$ cat src/rtl/bseq_pkg.sv
package bseq_pkg;
  localparam int ON_W   = 4;
  localparam int OFF_W  = 5;
  localparam int TICK_W = 5;
  localparam int DIV_W  = 2;
  localparam int NSTRB  = 4;

  // strobe slots in the window array
  localparam int S_CS  = 0;
  localparam int S_ADV = 1;
  localparam int S_OE  = 2;
  localparam int S_WE  = 3;

  typedef struct packed {
    logic [ON_W-1:0]  on;
    logic [OFF_W-1:0] off;
  } win_t;

  typedef struct packed {
    win_t [NSTRB-1:0]  win;
    logic [TICK_W-1:0] len;
    logic [TICK_W-1:0] smp;
    logic              wr;
    logic              sync;
    logic [DIV_W-1:0]  div;
  } acc_cfg_t;
endpackage

$ cat src/rtl/bseq_ctrl.sv
module bseq_ctrl
  import bseq_pkg::*;
(
  input  logic              clk,
  input  logic              rst_n,
  input  logic              start_i,
  input  acc_cfg_t          cfg_i,
  output acc_cfg_t          cfg_q_o,
  output logic              active_o,
  output logic              load_o,
  output logic [TICK_W-1:0] tick_o,
  output logic              done_o
);
  acc_cfg_t          cfg_q;
  logic              active;
  logic [TICK_W-1:0] tick;
  logic              load;
  logic              last;

  assign load = !active && start_i;
  assign last = active && (tick == cfg_q.len);

  always_ff @(posedge clk) begin
    if (!rst_n) begin
      active <= 1'b0;
      tick   <= '0;
      cfg_q  <= '0;
    end else if (load) begin
      active <= 1'b1;
      tick   <= '0;
      cfg_q  <= cfg_i;
    end else if (active) begin
      if (last) active <= 1'b0;
      else      tick   <= tick + 1'b1;
    end
  end

  assign cfg_q_o  = cfg_q;
  assign active_o = active;
  assign load_o   = load;
  assign tick_o   = tick;
  assign done_o   = last;

  assert_done_single_R6: assert property (@(posedge clk) disable iff (!rst_n)
    done_o |=> !done_o && !active_o);
  assert_tick_step_R6: assert property (@(posedge clk) disable iff (!rst_n)
    (active_o && !done_o) |=> active_o && (tick_o == $past(tick_o) + 1'b1));
  assert_cfg_held_R8: assert property (@(posedge clk) disable iff (!rst_n)
    (active_o && $past(active_o)) |-> $stable(cfg_q_o));
  assert_start_tick0_R2: assert property (@(posedge clk) disable iff (!rst_n)
    load_o |=> active_o && (tick_o == '0));
endmodule

$ cat src/rtl/bseq_window.sv
module bseq_window #(
  parameter int ON_W   = 4,
  parameter int OFF_W  = 5,
  parameter int TICK_W = 5
) (
  input  logic              clk,
  input  logic              rst_n,
  input  logic              active_i,
  input  logic              allow_i,
  input  logic [TICK_W-1:0] tick_i,
  input  logic [ON_W-1:0]   on_i,
  input  logic [OFF_W-1:0]  off_i,
  output logic              strobe_n_o
);
  localparam int CW = (TICK_W > OFF_W) ? TICK_W : OFF_W;

  logic [CW-1:0] t_ext, on_ext, off_ext;
  logic          opened, not_closed;

  assign t_ext      = CW'(tick_i);
  assign on_ext     = CW'(on_i);
  assign off_ext    = CW'(off_i);
  assign opened     = t_ext >= on_ext;
  assign not_closed = t_ext < off_ext;
  assign strobe_n_o = !(active_i && allow_i && opened && not_closed);

  assert_empty_window_R4: assert property (@(posedge clk) disable iff (!rst_n)
    (off_ext <= on_ext) |-> strobe_n_o);
  assert_idle_high_R1: assert property (@(posedge clk) disable iff (!rst_n)
    !active_i |-> strobe_n_o);
endmodule

$ cat src/rtl/bseq_clkdiv.sv
module bseq_clkdiv #(
  parameter int DIV_W = 2
) (
  input  logic             clk,
  input  logic             rst_n,
  input  logic             load_i,
  input  logic             active_i,
  input  logic             sync_i,
  input  logic [DIV_W-1:0] div_i,
  output logic             bus_clk_o
);
  logic [DIV_W-1:0] phase;
  logic [DIV_W:0]   half;

  // high portion of a d-tick period is ceil(d/2), with d = div+1
  assign half = ({1'b0, div_i} + 2'd2) >> 1;

  always_ff @(posedge clk) begin
    if (!rst_n)          phase <= '0;
    else if (load_i)     phase <= '0;
    else if (active_i) begin
      if (phase == div_i) phase <= '0;
      else                phase <= phase + 1'b1;
    end
  end

  assign bus_clk_o = active_i && sync_i && ({1'b0, phase} < half);

  assert_phase_range_R9: assert property (@(posedge clk) disable iff (!rst_n)
    active_i |-> (phase <= div_i));
  assert_async_quiet_R9: assert property (@(posedge clk) disable iff (!rst_n)
    !sync_i |-> !bus_clk_o);
endmodule

$ cat src/rtl/bus_strobe_seq.sv
module bus_strobe_seq
  import bseq_pkg::*;
(
  input  logic       clk,
  input  logic       rst_n,
  input  logic       start_i,
  input  logic       write_i,
  input  logic       sync_i,
  input  logic [1:0] div_i,
  input  logic [3:0] cs_on_i,
  input  logic [4:0] cs_rd_off_i,
  input  logic [4:0] cs_wr_off_i,
  input  logic [3:0] adv_on_i,
  input  logic [4:0] adv_rd_off_i,
  input  logic [4:0] adv_wr_off_i,
  input  logic [3:0] oe_on_i,
  input  logic [4:0] oe_off_i,
  input  logic [3:0] we_on_i,
  input  logic [4:0] we_off_i,
  input  logic [4:0] rd_len_i,
  input  logic [4:0] wr_len_i,
  input  logic [4:0] sample_at_i,
  output logic       cs_n_o,
  output logic       adv_n_o,
  output logic       oe_n_o,
  output logic       we_n_o,
  output logic       capture_o,
  output logic       bus_clk_o,
  output logic       done_o
);
  acc_cfg_t          cfg_in, cfg_q;
  logic              active, load, done;
  logic [TICK_W-1:0] tick;
  logic [NSTRB-1:0]  allow, strobe_n;

  // direction picks the off ticks and the length before they are latched
  always_comb begin
    cfg_in              = '0;
    cfg_in.win[S_CS]    = '{on: cs_on_i,  off: write_i ? cs_wr_off_i  : cs_rd_off_i};
    cfg_in.win[S_ADV]   = '{on: adv_on_i, off: write_i ? adv_wr_off_i : adv_rd_off_i};
    cfg_in.win[S_OE]    = '{on: oe_on_i,  off: oe_off_i};
    cfg_in.win[S_WE]    = '{on: we_on_i,  off: we_off_i};
    cfg_in.len          = write_i ? wr_len_i : rd_len_i;
    cfg_in.smp          = sample_at_i;
    cfg_in.wr           = write_i;
    cfg_in.sync         = sync_i;
    cfg_in.div          = div_i;
  end

  bseq_ctrl u_ctrl (
    .clk      (clk),
    .rst_n    (rst_n),
    .start_i  (start_i),
    .cfg_i    (cfg_in),
    .cfg_q_o  (cfg_q),
    .active_o (active),
    .load_o   (load),
    .tick_o   (tick),
    .done_o   (done)
  );

  always_comb begin
    allow        = '1;
    allow[S_OE]  = !cfg_q.wr;
    allow[S_WE]  = cfg_q.wr;
  end

  for (genvar g = 0; g < NSTRB; g++) begin : g_win
    bseq_window #(.ON_W(ON_W), .OFF_W(OFF_W), .TICK_W(TICK_W)) u_win (
      .clk        (clk),
      .rst_n      (rst_n),
      .active_i   (active),
      .allow_i    (allow[g]),
      .tick_i     (tick),
      .on_i       (cfg_q.win[g].on),
      .off_i      (cfg_q.win[g].off),
      .strobe_n_o (strobe_n[g])
    );
  end

  bseq_clkdiv #(.DIV_W(DIV_W)) u_div (
    .clk       (clk),
    .rst_n     (rst_n),
    .load_i    (load),
    .active_i  (active),
    .sync_i    (cfg_q.sync),
    .div_i     (cfg_q.div),
    .bus_clk_o (bus_clk_o)
  );

  assign cs_n_o    = strobe_n[S_CS];
  assign adv_n_o   = strobe_n[S_ADV];
  assign oe_n_o    = strobe_n[S_OE];
  assign we_n_o    = strobe_n[S_WE];
  assign capture_o = active && !cfg_q.wr && (tick == cfg_q.smp);
  assign done_o    = done;

  assert_oe_read_only_R3: assert property (@(posedge clk) disable iff (!rst_n)
    !oe_n_o |-> !cfg_q.wr);
  assert_we_write_only_R3: assert property (@(posedge clk) disable iff (!rst_n)
    !we_n_o |-> cfg_q.wr);
  assert_capture_read_R5: assert property (@(posedge clk) disable iff (!rst_n)
    capture_o |-> active && !cfg_q.wr);
  assert_idle_quiet_R1: assert property (@(posedge clk) disable iff (!rst_n)
    !active |-> (cs_n_o && adv_n_o && oe_n_o && we_n_o && !capture_o && !done_o));
  always_comb begin
    if (rst_n === 1'b0)
      assert_reset_quiet_R1: assert (cs_n_o && we_n_o && !done_o);
  end
endmodule

$ cat config.mk
export PLATFORM = sky130hd
export DESIGN_NAME = bus_strobe_seq
export DESIGN_NICKNAME = d
export VERILOG_FILES = /design/src/rtl/bseq_pkg.sv /design/src/rtl/bseq_ctrl.sv /design/src/rtl/bseq_window.sv /design/src/rtl/bseq_clkdiv.sv /design/src/rtl/bus_strobe_seq.sv
export SDC_FILE = /design/constraint.sdc
export NUM_CORES = 1
export LEC_CHECK = 0
export BUFFER_PORTS_ARGS = -buffer_cell sky130_fd_sc_hd__buf_2
export CORE_MARGIN = 1.5
export CORE_UTILIZATION = 46
export CTS_BUF_LIST = sky130_fd_sc_hd__clkbuf_4
export DETAILED_ROUTE_END_ITERATION = 8
export GPL_ROUTABILITY_DRIVEN = 1
export PLACE_DENSITY = 0.7
export SLEW_MARGIN = 20
export SYNTH_ARGS = -nofsm -noshare
export SYNTH_HDL_FRONTEND = slang
export SYNTH_HIERARCHICAL = 1
export SYNTH_SLANG_ARGS = --single-unit
$ cat constraint.sdc
create_clock -name clk -period 1.6 [get_ports clk]
set_input_delay 0.16 -clock clk [delete_from_list [all_inputs] [get_ports clk]]
set_output_delay 0.16 -clock clk [all_outputs]
set_load 0.01 [all_outputs]
==> reports/results.ini, run 1 <==
[die]
die-area_um2=8100
die_x_um=90.0
initial_core_util_pct=47.8
ios=75
die_y_um=90.0
rows=31
core-area_um2=7290

[place]
place_inst=595
gp_congestion=0.913
io_buffers=74
dp_hpwl_mm=5.89
pre_cts_ws_ns=-0.208
dpl-instance-area_um2=4090

[logic_synthesis]
avgSynthCellArea_um2=8.35
synth.top_cells.by_count=108 x nand2_1, 58 x dfxtp_1, 50 x a21boi_0
async_reset_ff_share_pct=0
synth_seq_cells=58
synth_top_family_by_area=simple AND/OR/NAND/NOR gates
syn-cell-area_um2=3480
seq_area_frac_synth_pct=33.3
yosysTopAreaCell=dfxtp_1
ys_warn_count=6
yosysMostFrequentCell=nand2_1
synthXorXnorAreaFrac_pct=2.51
synth_simple_gate_area_share_pct=20.5
synth_edf_count=0
synth_area_leaders=dfxtp_1 33%, ha_1 12%, nand2_1 12%
synthFlopType=dfxtp_1
synth_top_area_share_pct=33.3
synth_compound_area_share_pct=19.1
netlist_instances=417
synth_fa_ha_area_share_pct=12.2
synth_cell_type_count=44
muxShareOfSynthArea_pct=5.75

[routing]
vias=3250
wire_per_inst_um=13.6
via_per_inst=5.10
drtIter0Drc=197
dr.pass1.iters=5
drc=0
ant_nets=0
routed_wl_mm=8.69

[global_routing]
grt.total_usage_pct=21.0
grtUsageMet3_pct=3.30
busiest_layer=met2
use_met1_pct=26.5
grt_pass1_vias=3190
grt-ovfl-total=0
grt_pass1_wl_mm=14.0
antenna_found_initial=0
grtUsageMet2_pct=35.7
grt_max_degree=31

[power_and_ir_drop]
power.total_mw=3.53
pwr-share-clk_pct=28.3
combPwrFrac_pct=26.1
p_switching_mw=1.06
ir_drop_v=0.000410
intPower_mw=2.47
power.share.sequential_pct=45.6
powerDensity_nw_per_um2=746
p_leak_nw=1.98
power_switching_share_pct=29.9

[final_layout]
finish.instance_area_um2=4730
area_growth_pct=35.8
diodes=0
layout.cells.non_filler=637
final_nets=635
drive_above_1_share_pct=33.5
finish.utilization_pct=64.9

[timing]
finalSetupViolCount=11
hold_slack_ns=0.0210
tns_ns=-3.34
fin_crit_ns=2.14
max_clock_freq_mhz=467
finalHoldViolations=0
timing.final.ws_setup_ns=-0.542
fin_crit_sh_pct=134
slew_violations=0
finClkSkew_ns=0.0108
rsz0062_at_grt=true

[cts]
clkTransAtPathRegs_ns=0.10
cts_sinks=58
cts_tree=built
cts_root_buf=clkbuf_4
h-tree-depth=3
cts_buffers=9
cts_buffer_depth=2
clock_latency_ns=0.38

[status]
violations=negative setup slack
outcome=finished, violations left

[flow_run]
max_cap_viol_count=0

[setup_path]
worstSetupStartpointType=flip-flop
arrival_ns=1.98
crit_fanout=5
crit_path_end_kind=output port
cp.required_ns=1.44
criticalPathCategory=flip-flop to output port

[min_path]
worstHoldPathType=input pin to flip-flop

per-layer routing:
layer / part of all wire (%) / up-vias
met5: 0 / -
met4: 1.7 / 0
met3: 3.3 / 13
met2: 49 / 78
met1: 46 / 1499
li1: - / 1660
cells in the final DEF, fill, tap and decap left out, drive strengths merged, types with 2 or more instances in the layout:
master	n
nand2	108
buf	104
dfxtp	58
a21boi	50
inv	35
ha	34
dlygate4sd3	20
mux2	16
nand2b	13
clkbuf	9
xor2	8
a21oi	7
clkinv	6
nand4	5
or4	5
o21a	4
a211o	4
nor4	4
o2111ai	4
a2111oi	4
o311ai	4
o21ai	4
nand3	3
and4	3
xnor2	2
conb	2
and2	2
or3	2
nor3	2
nand3b	2
mux2i	2
state kept, by name, indices dropped and copies added, names as in the netlist:
| register | count |
|---|---|
| u_ctrl/cfg_q_o | 50 |
| u_ctrl/tick_o | 5 |
| u_ctrl/active_o | 1 |
| u_div/phase | 2 |
critical path, stage by stage, from the launching register on:
cell,delay [ns]
dfxtp_2,0.35
buf_12,0.13
ha_4,0.14
or4_4,0.52
a21oi_2,0.13
a2111oi_2,0.05
o311ai_1,0.09
buf_2,0.19
logic make-up after synthesis:
logic type,Yosys count
compound gates,87
xor+xnor,10
fa+ha+maj,34
buf+inv,56
flops,58
mux,18
other cells,1
simple gates,153
path summary, 6_finish.rpt:
path	startpoint	to	slack, ns	depth (start not counted)
setup / recovery	u_ctrl/tick_o[1]	oe_n_o	-0.54	7
hold / removal	sample_at_i[3]	u_ctrl/cfg_q_o[7]	0.02	3
setup reg to reg	u_ctrl/tick_o[0]	u_ctrl/tick_o[3]	-0.19	6
hold reg to reg	u_ctrl/cfg_q_o[32]	u_ctrl/cfg_q_o[32]	0.47	2
power by group through the flow:
stage	Combinational, mW	Sequential (mW)	Clock, mW
after floorplan	0.488	1.64	0
after global placement	0.728	1.64	0
after detailed placement	0.748	1.64	0
after CTS	0.840	1.61	1.03
after global routing	1.02	1.62	1.10
final	0.922	1.61	0.999
area by class of cell:
type | instances | area, um^2
fill | 643 | 2560
clock inverter | 7 | 60.1
timing repair buffer | 124 | 860
inverter | 36 | 135
multi-input combinational | 304 | 2300
clock buffer | 9 | 67.6
sequential | 58 | 1180
tap | 99 | 124
what timing repair did:
action,CTS,global route
endpoints found under the hold margin,19,1
buffers inserted,5,2
pin swaps,9,13
hold buffers,19,1
cloned,0,0
endpoints found under the setup margin,12,32
gates resized for setup,27,32
Note: power is estimated with default switching activity, not from simulation.
==> run 2: changes to the inputs <==
--- a/config.mk
+++ b/config.mk
@@ -6,12 +6,12 @@
 export NUM_CORES = 1
 export LEC_CHECK = 0
 export BUFFER_PORTS_ARGS = -buffer_cell sky130_fd_sc_hd__buf_2
-export CORE_MARGIN = 1.5
+export CORE_MARGIN = 2
 export CORE_UTILIZATION = 46
 export CTS_BUF_LIST = sky130_fd_sc_hd__clkbuf_4
 export DETAILED_ROUTE_END_ITERATION = 8
 export GPL_ROUTABILITY_DRIVEN = 1
-export PLACE_DENSITY = 0.7
+export PLACE_DENSITY = 0.72
 export SLEW_MARGIN = 20
 export SYNTH_ARGS = -nofsm -noshare
 export SYNTH_HDL_FRONTEND = slang
==> run 2 against run 1 <==
The flow still finishes with violations (negative setup slack); worst setup slack got worse by 0.072 ns; combinational power is 4.1% higher; final area is 3.6% higher; total power is 11% higher; count of clock-buffer cells in the layout rose by 1; clock power is 35% higher; first-iteration DRC count increased by 26%; sequential power about the same; die area grew 2.2%; critical path type unchanged; largest power group unchanged; highest routed layer unchanged.
==> reports/results.ini, run 2 (synthesis gave the netlist of run 1 again) <==
[cts]
clkTransAtPathRegs_ns=0.10
cts_tree=built
cts_buffer_depth=2
cts_buffers=9
h-tree-depth=3
cts_sinks=58
clock_latency_ns=0.40
cts_root_buf=clkbuf_4

[setup_path]
crit_fanout=5
crit_path_end_kind=output port
cp_slowest_stage_delay_ns=0.51
slowest_stage=or4_4
regToRegStartpoint=u_ctrl/tick_o[3]
cp.required_ns=1.44
r2r_end=u_ctrl/tick_o[1]
reg2reg_slack_ns=-0.46
criticalPathCategory=flip-flop to output port
crit_chain=buf_6 > ha_4 > or4_4 > a21oi_4 > a2111oi_4 > o311ai_2 > buf_2
critPathBufInv=2
worstSetupStartpointType=flip-flop
cpLargestDelayFamily=simple AND/OR/NAND/NOR gates
reg2regPathDepth=9
arrival_ns=2.05

[global_routing]
grt_max_degree=31
grtUsageMet3_pct=3.15
grt-ovfl-total=0
grtUsageMet2_pct=38.2
grt_pass1_wl_mm=15.0
grt.total_usage_pct=22.0
grt_pass1_vias=3338
antenna_found_initial=0
busiest_layer=met2
use_met1_pct=27.0

[power_and_ir_drop]
pwr-share-clk_pct=34.4
power.total_mw=3.92
intPower_mw=2.83
power_switching_share_pct=27.9
p_leak_nw=2.07
ir_drop_v=0.000420
combPwrFrac_pct=24.5
p_switching_mw=1.09
powerDensity_nw_per_um2=800
power.share.sequential_pct=41.1

[final_layout]
drive_above_1_share_pct=35.3
largest_reg_flops=50
fillers=594
area_growth_pct=40.7
diodes=0
layout_commonest_cell=nand2_1
mostFrequentLayoutCells=108 x nand2_1, 73 x buf_2, 50 x a21boi_0
layout.cells.non_filler=648
final_nets=646

[min_path]
hold_start=we_on_i[3]
hold_end=u_ctrl/cfg_q_o[49]
holdPathStages=3
worstHoldPathType=input pin to flip-flop

[status]
outcome=finished, violations left
violations=negative setup slack

[die]
core-area_um2=7290
die-area_um2=8280
die_x_um=91.0
ios=75
die_y_um=91.0
rows=31
initial_core_util_pct=47.8

[routing]
routed_wl_mm=9.40
ant_nets=0
wire_per_inst_um=14.5
drc=0
drtIter0Drc=249
vias=3441
via_per_inst=5.31
dr.pass1.iters=5

[timing]
finalHoldViolations=0
slew_violations=0
finalSetupViolCount=12
max_clock_freq_mhz=452
finClkSkew_ns=0.0151
fin_crit_sh_pct=138
fin_crit_ns=2.21
rsz0062_at_grt=true
timing.final.ws_setup_ns=-0.614

[place]
dp_hpwl_mm=6.04
io_buffers=74
place_inst=597
gp_congestion=0.938
pre_cts_ws_ns=-0.177

[flow_run]
max_cap_viol_count=0

==> run 2: area by class of cell <==
class / instances / area (um^2) / share of cell area, %
Timing Repair Buffer: 135 / 936 / 19.1
Inverter: 36 / 135 / 2.76
Multi-Input combinational cell: 304 / 2340 / 47.8
Tap cell: 99 / 124 / 2.53
Clock buffer: 10 / 75.1 / 1.53
Clock inverter: 6 / 105 / 2.14
Sequential cell: 58 / 1180 / 24.1
==> run 2: worst register-to-register path: cells and delay by family (launching register included) <==
| family | cells | cell delay, ns |
|---|---|---|
| flip-flops | 1 | 0.40 |
| AO/OA/AOI/OAI | 1 | 0.17 |
| multiplexers | 1 | 0.32 |
| XOR/XNOR | 1 | 0.17 |
| buffers and inverters | 5 | 0.65 |
| AND/OR/NAND/NOR | 1 | 0.28 |
==> run 2: per-layer routing <==
metal  up-vias  part of all wire, %  wire, um
met3        31                  5.0       469
li1       1688                    -         -
met5         -                    0         0
met4         0                  2.8       266
met2       136                   49      4620
met1      1586                   43      4050
==> run 2: worst max path at each step <==
stage	startpoint	endpoint	slack, ns	cells past startpoint
after global routing	u_ctrl/tick_o[3]	we_n_o	-0.67	6
final	u_ctrl/tick_o[1]	adv_n_o	-0.61	7
after floorplan	u_ctrl/tick_o[1]	u_ctrl/tick_o[3]	-0.04	4
after detailed placement	u_ctrl/tick_o[2]	adv_n_o	-0.18	6
after global placement	u_ctrl/tick_o[2]	u_ctrl/tick_o[3]	-0.14	5
after CTS	u_ctrl/tick_o[2]	adv_n_o	-0.58	6
==> run 2: power groups by stage <==
| stage | Combinational (mW) | Clock, mW | Sequential [mW] |
|---|---|---|---|
| 6_report | 0.960 | 1.35 | 1.61 |
| 5_1_grt | 1.06 | 1.46 | 1.63 |
| 4_1_cts | 0.856 | 1.37 | 1.61 |
| 3_5_place_dp | 0.748 | 0 | 1.64 |
| 3_3_place_gp | 0.734 | 0 | 1.64 |
| 2_1_floorplan | 0.488 | 0 | 1.64 |
==> run 2: what timing repair did <==
action	4_1_cts	5_1_grt
hold buffers	21	0
endpoints found under the hold margin	21	0
endpoints found under the setup margin	12	15
gates resized for setup	31	38
pin swaps	8	12
buffers inserted	8	8
gates cloned	0	0
==> run 2: metrics by stage <==
stage / util [%] / instance area, um^2 / setup TNS [ns] / hold WS, ns
floorplan: - / 3500 / -0.0374 / 0.305
global placement: 56.2 / 4100 / -1.13 / 0.410
detailed placement: 56.2 / 4100 / -1.24 / 0.420
CTS: 64.0 / 4670 / -4.79 / 0.000675
global route: 67.2 / 4900 / -6.30 / -0.000325
finish: 67.2 / 4900 / -5.36 / 0.00383
